<file path="src/rtl/scl_tick_pkg.sv">
package scl_tick_pkg;

    localparam int PRE_CODE_W = 2;
    localparam int PRE_LOG    = 5;

    typedef enum logic [1:0] {
        ST_IDLE = 2'd0,
        ST_LOW  = 2'd1,
        ST_HIGH = 2'd2
    } phase_e;

    // last count value of the predivider: 31, 15, 7 or 3
    function automatic logic [PRE_LOG-1:0] pre_last(input logic [PRE_CODE_W-1:0] code);
        return {PRE_LOG{1'b1}} >> code;
    endfunction

endpackage

</file>
<file path="src/rtl/scl_prescale.sv">
module scl_prescale
    import scl_tick_pkg::*;
(
    input  logic                  clk,
    input  logic                  rst_n,
    input  logic                  clr,
    input  logic [PRE_CODE_W-1:0] code,
    output logic                  strobe
);
    logic [PRE_LOG-1:0] cnt_q;
    logic [PRE_LOG-1:0] last;

    assign last   = pre_last(code);
    assign strobe = !clr && (cnt_q == last);

    always_ff @(posedge clk or negedge rst_n) begin
        if (!rst_n)
            cnt_q <= '0;
        else if (clr || strobe)
            cnt_q <= '0;
        else
            cnt_q <= cnt_q + 1'b1;
    end

    // the predivider count never exceeds the selected ratio
    a_r2_pre_bound: assert property (@(posedge clk) disable iff (!rst_n)
        cnt_q <= last);

endmodule

</file>
<file path="src/rtl/scl_half_count.sv">
module scl_half_count #(
    parameter int LIM_W = 9
) (
    input  logic             clk,
    input  logic             rst_n,
    input  logic             clr,
    input  logic             step,
    input  logic [LIM_W-1:0] limit,
    output logic             done
);
    logic [LIM_W-1:0] cnt_q;

    assign done = step && (cnt_q == limit - 1'b1);

    always_ff @(posedge clk or negedge rst_n) begin
        if (!rst_n)
            cnt_q <= '0;
        else if (clr || done)
            cnt_q <= '0;
        else if (step)
            cnt_q <= cnt_q + 1'b1;
    end

    // the step count stays below the active term
    a_r3_half_bound: assert property (@(posedge clk) disable iff (!rst_n)
        cnt_q < limit);

endmodule

</file>
<file path="src/rtl/scl_tick_gen.sv">
module scl_tick_gen
    import scl_tick_pkg::*;
#(
    parameter int DIV_W  = 8,
    parameter int MODE_W = 4
) (
    input  logic              clk,
    input  logic              rst_n,
    input  logic [MODE_W-1:0] mode_bits,
    input  logic [DIV_W-1:0]  div_val,
    output logic              tick_rise,
    output logic              tick_fall,
    output logic              scl_level
);
    localparam int LIM_W = DIV_W + 1;

    phase_e state_q, state_d;

    logic                  en;
    logic                  load;
    logic                  clr;
    logic                  strobe;
    logic                  done;
    logic [DIV_W-1:0]      cfg_div_q;
    logic [PRE_CODE_W-1:0] cfg_code_q;
    logic                  cfg_filt_q;
    logic [LIM_W-1:0]      limit;

    assign en    = mode_bits[0];
    assign clr   = (state_q == ST_IDLE) || !en;
    assign limit = {1'b0, cfg_div_q} + LIM_W'(3) + {{(LIM_W-2){1'b0}}, cfg_filt_q, 1'b0};
    assign load  = en && ((state_q == ST_IDLE) || (state_q == ST_HIGH && done));

    scl_prescale u_pre (
        .clk    (clk),
        .rst_n  (rst_n),
        .clr    (clr),
        .code   (cfg_code_q),
        .strobe (strobe)
    );

    scl_half_count #(.LIM_W(LIM_W)) u_half (
        .clk   (clk),
        .rst_n (rst_n),
        .clr   (clr),
        .step  (strobe),
        .limit (limit),
        .done  (done)
    );

    always_comb begin
        state_d = state_q;
        unique case (state_q)
            ST_IDLE: if (en) state_d = ST_LOW;
            ST_LOW:  if (!en) state_d = ST_IDLE;
                     else if (done) state_d = ST_HIGH;
            ST_HIGH: if (!en) state_d = ST_IDLE;
                     else if (done) state_d = ST_LOW;
            default: state_d = ST_IDLE;
        endcase
    end

    always_ff @(posedge clk or negedge rst_n) begin
        if (!rst_n)
            state_q <= ST_IDLE;
        else
            state_q <= state_d;
    end

    always_ff @(posedge clk or negedge rst_n) begin
        if (!rst_n) begin
            tick_rise  <= 1'b0;
            tick_fall  <= 1'b0;
            cfg_div_q  <= '0;
            cfg_code_q <= '0;
            cfg_filt_q <= 1'b0;
        end else begin
            tick_rise <= en && (state_q == ST_LOW) && done;
            tick_fall <= en && (state_q == ST_HIGH) && done;
            if (load) begin
                cfg_div_q  <= div_val;
                cfg_code_q <= mode_bits[2:1];
                cfg_filt_q <= mode_bits[3];
            end
        end
    end

    assign scl_level = (state_q == ST_HIGH);

    // ticks never coincide
    a_r7_tick_exclusive: assert property (@(posedge clk) disable iff (!rst_n)
        !(tick_rise && tick_fall));

    // a rise tick lasts one cycle
    a_r7_rise_single: assert property (@(posedge clk) disable iff (!rst_n)
        tick_rise |=> !tick_rise);

    // the high level accompanies the rise tick
    a_r7_rise_level: assert property (@(posedge clk) disable iff (!rst_n)
        tick_rise |-> scl_level);

    // a cleared enable silences the outputs on the next cycle
    a_r5_stop: assert property (@(posedge clk) disable iff (!rst_n)
        !en |=> (!tick_rise && !tick_fall && !scl_level));

    // the active settings hold while the high half runs
    a_r8_cfg_hold: assert property (@(posedge clk) disable iff (!rst_n)
        (scl_level && en && !done) |=> $stable(cfg_div_q));

endmodule

</file>
<file path="config.mk">
export PLATFORM = sky130hd
export DESIGN_NAME = scl_tick_gen
export DESIGN_NICKNAME = d
export VERILOG_FILES = /design/src/rtl/scl_tick_pkg.sv /design/src/rtl/scl_prescale.sv /design/src/rtl/scl_half_count.sv /design/src/rtl/scl_tick_gen.sv
export SDC_FILE = /design/constraint.sdc
export NUM_CORES = 1
export LEC_CHECK = 0
export BUFFER_PORTS_ARGS = -buffer_cell sky130_fd_sc_hd__buf_4
export CORE_AREA = 2 2 56 58
export DETAILED_ROUTE_END_ITERATION = 6
export DIE_AREA = 0 0 58 60
export GPL_ROUTABILITY_DRIVEN = 0
export PLACE_DENSITY = 0.76
export SLEW_MARGIN = 5
export SYNTH_ARGS = -nofsm -noshare
export SYNTH_HDL_FRONTEND = slang
export SYNTH_SLANG_ARGS = --single-unit
</file>
<file path="constraint.sdc">
create_clock -name clk -period 3.06 [get_ports clk]
set_input_delay 0.612 -clock clk [delete_from_list [all_inputs] [get_ports clk]]
set_output_delay 0.612 -clock clk [all_outputs]
set_load 0.02 [all_outputs]
</file>
==> flow_summary.yaml <==
status:
  status: "finished, final reports clean"
worst_setup_path:
  worstPathArrival_ns: 2.91
  cp_max_fo: 11
  slowest_delay_ns: 0.39
  critical-path-slowest-cell: "dfrtp_1"
  critPathRequiredTime_ns: 3.28
  end_kind: "flip-flop"
  cp_cell_sequence: "inv_1 > ha_1 > inv_1 > ha_1 > ha_1 > xor2_1 > nor4_1 > nand4_1 > a2111oi_4 > o21ai_2 > buf_4 > mux2_4"
  worst-setup-path-type: "reg2reg"
  crit_path_frequent_cell: "ha_1"
  crit_path_start_kind: "flip-flop"
die:
  core_area_um2: 2903
  die_y_um: 60
  rows: 20
  dieArea_um2: 3480
  start_util_pct: 54.78
  io_pins: 17
  die_w_um: 58
sta:
  hold_viol_final: 0
  layout_setup_ws_ns: 0.3665
  fin_setup_tns_ns: 0
  finalCriticalPeriod_ns: 2.693
  slew_violations: 0
  setup_viol: 0
  timing.final.crit_share_pct: 88.02
  rsz0062_at_grt: "no"
  fin_skew_ns: 0.01174
  worst_pin_slew_ns: 0.6386
  fmax_mhz: 371.3
  slew_headroom_pct: 57.42
place:
  hpwlAfterDp_mm: 2.187
  io_buffers: 16
  dp.cells: 195
  dpl_worst_slack_ns: 0.3832
route:
  drtIter0Drc: 24
  wl_mm: 2.996
  route.top_layer_used: "met4"
  avgRoutedWirePerCell_um: 14.76
  drtAntennaViolNets: 0
  viasPerCell: 5.734
  drtPass1Iterations: 4
  drc: 0
  met3_wirelength_um: 137
  met1_length_mm: 1.391
  wl_met2_mm: 1.399
  vias: 1164
grt:
  grt_usage_pct: 20.17
  grt_pass1_wl_mm: 5.168
  antenna_found_initial: 0
  grt_pass1_vias: 1155
  grt_max_degree: 30
  overflow: 0
logic_synthesis:
  ys_seq_area_share_pct: 45.63
  syn_area_um2: 1590
  syn_area_per_cell_um2: 10.82
  yosysWarnings: 0
  synthCells: 147
  synth_seq_cells: 29
  syn-num-nets: 166
  ys_types: 39
clocking:
  cts_htree_levels: 2
  worstSkewPairLatency_ns: 0.33
  clockBufferDepth: 2
  root_buffer: "clkbuf_4"
  cts_resized: 0
  clock_sinks: 29
  cts_buffers: 5
  postCtsHoldBufs: 0
  path_clk_slew_ns: 0.09
  cts_tree: "done"
  postCtsSetupBuffers: 0
layout:
  antenna-diode-count: 0
  layout.nets: 188
  area_growth_pct: 13.14
  stdcell_count: 203
  layout-drive-gt1-share_pct: 23.53
power_and_ir_drop:
  power.static_leakage_nw: 0.7872
  ir_drop_mv: 0.3207
  power_density_nw_per_um2: 435.8
flow_run:
  cap_violations: 0
worst_hold_path:
  min_path_type: "in2async"
-- logic make-up (layout without fill, tap and decap cells) --
family	count (synthesis)	in the layout	synth area share, %
and+or+nand+nor	51	51	17.15
muxes	11	11	10.15
buffers and inverters	11	34	3.147
DFF	29	29	45.63
adders and majority gates	5	5	3.934
xor gates and xnor gates	16	16	8.812
AOI/OAI and AO/OA	24	24	11.17
-- cell usage after synthesis, drive strengths merged --
master | count | area [µm²]
dfrtp | 29 | 725.7
and4 | 1 | 8.760
o21a | 2 | 15.01
nand4b | 1 | 8.760
a31o | 1 | 8.760
nand4bb | 1 | 11.26
inv | 7 | 26.28
nor3 | 9 | 45.04
a31oi | 2 | 12.51
mux2 | 11 | 161.4
o311ai | 1 | 8.760
nor2 | 10 | 37.54
o21ai | 6 | 37.53
or4bb | 1 | 11.26
or3 | 1 | 6.260
ha | 5 | 62.56
and3 | 2 | 12.51
and2 | 2 | 12.51
nand2 | 7 | 26.28
o22ai | 1 | 6.260
nor2b | 1 | 6.260
a211oi | 1 | 7.510
or3b | 1 | 8.760
nand3 | 8 | 40.04
o21bai | 1 | 7.510
a21oi | 6 | 30.03
buf | 2 | 16.26
nor4 | 2 | 12.51
a211o | 1 | 8.760
nand4 | 4 | 25.02
o31ai | 1 | 7.510
xor2 | 4 | 35.03
a2111oi | 1 | 27.53
xnor2 | 12 | 105.1
clkbuf | 2 | 7.510
-- critical path: cells and delay by family (launching register included) --
family / cells / cell delay (ns)
AOI/OAI and AO/OA: 2 / 0.43
muxes: 1 / 0.31
and+or+nand+nor: 2 / 0.34
buffers and inverters: 3 / 0.30
adders and majority gates: 3 / 0.66
DFF: 1 / 0.39
xor gates and xnor gates: 1 / 0.15
-- state kept, by name, summed over array words and instances (netlist names) --
| signal | flops |
|---|---|
| u_pre.cnt_q | 5 |
| cfg_filt_q | 1 |
| state_q | 2 |
| cfg_code_q | 2 |
| tick_fall | 1 |
| tick_rise | 1 |
| u_half.cnt_q | 9 |
| cfg_div_q | 8 |
-- where the power goes --
part           internal, W  switching [W]  total [W]
registers         0.000406      0.0000261   0.000432
clock network    0.0000914       0.000128   0.000219
logic            0.0000746      0.0000581   0.000133
total             0.000572       0.000212   0.000784
-- layout make-up --
class	count	area [µm²]
Clock buffer	8	48.80
Fill cell	250	1104
Inverter	7	26.28
Multi-Input combinational cell	107	814.5
Sequential cell	29	725.7
Tap cell	33	41.29
Timing Repair Buffer	19	142.6
-- layout by cell type (no fill, tap or decap), types with 2 or more instances in the layout --
cell,n
a31oi_1,2
xor2_1,4
inv_1,7
xnor2_1,12
ha_1,5
o21ai_2,2
a21oi_1,6
clkbuf_4,5
clkbuf_1,3
nor4_1,2
o21ai_0,3
o21a_1,2
nand3_1,8
and2_1,2
nand4_1,4
nor3_1,9
dfrtp_1,29
mux2_4,10
buf_4,19
nand2_1,7
and3_1,2
nor2_1,10
-- metal layers --
metal,vias up,GRT usage (%)
met5,-,0
met4,0,10.96
met3,8,4.545
met2,26,31.01
met1,558,26.53
li1,572,-
-- worst paths after layout --
kind,from,slack [ns],cells past startpoint,end
worst max-delay path,cfg_div_q[1],0.37,12,cfg_div_q[6]
worst min-delay path,rst_n,0.18,1,cfg_code_q[0]
worst max register to register,cfg_div_q[1],0.37,12,cfg_div_q[6]
worst min register to register,u_pre.cnt_q[0],0.46,1,u_pre.cnt_q[0]
max in group asynchronous,rst_n,2.60,1,tick_rise
min in group clk,u_pre.cnt_q[0],0.46,1,u_pre.cnt_q[0]
-- per-stage QoR --
step | hold slack, ns | util [%] | area (µm²) | total power, W
after CTS | 0.1880 | 61.98 | 1799 | 0.0007944
after floorplan | 0.3164 | - | 1590 | 0.0005289
after global routing | 0.1938 | 61.98 | 1799 | 0.0008302
after detailed placement | 0.4529 | 60.30 | 1750 | 0.0005736
final | 0.1833 | 61.98 | 1799 | 0.0007841
after global placement | 0.4441 | 60.30 | 1750 | 0.0005663
Note: power is estimated with default switching activity, not from simulation.
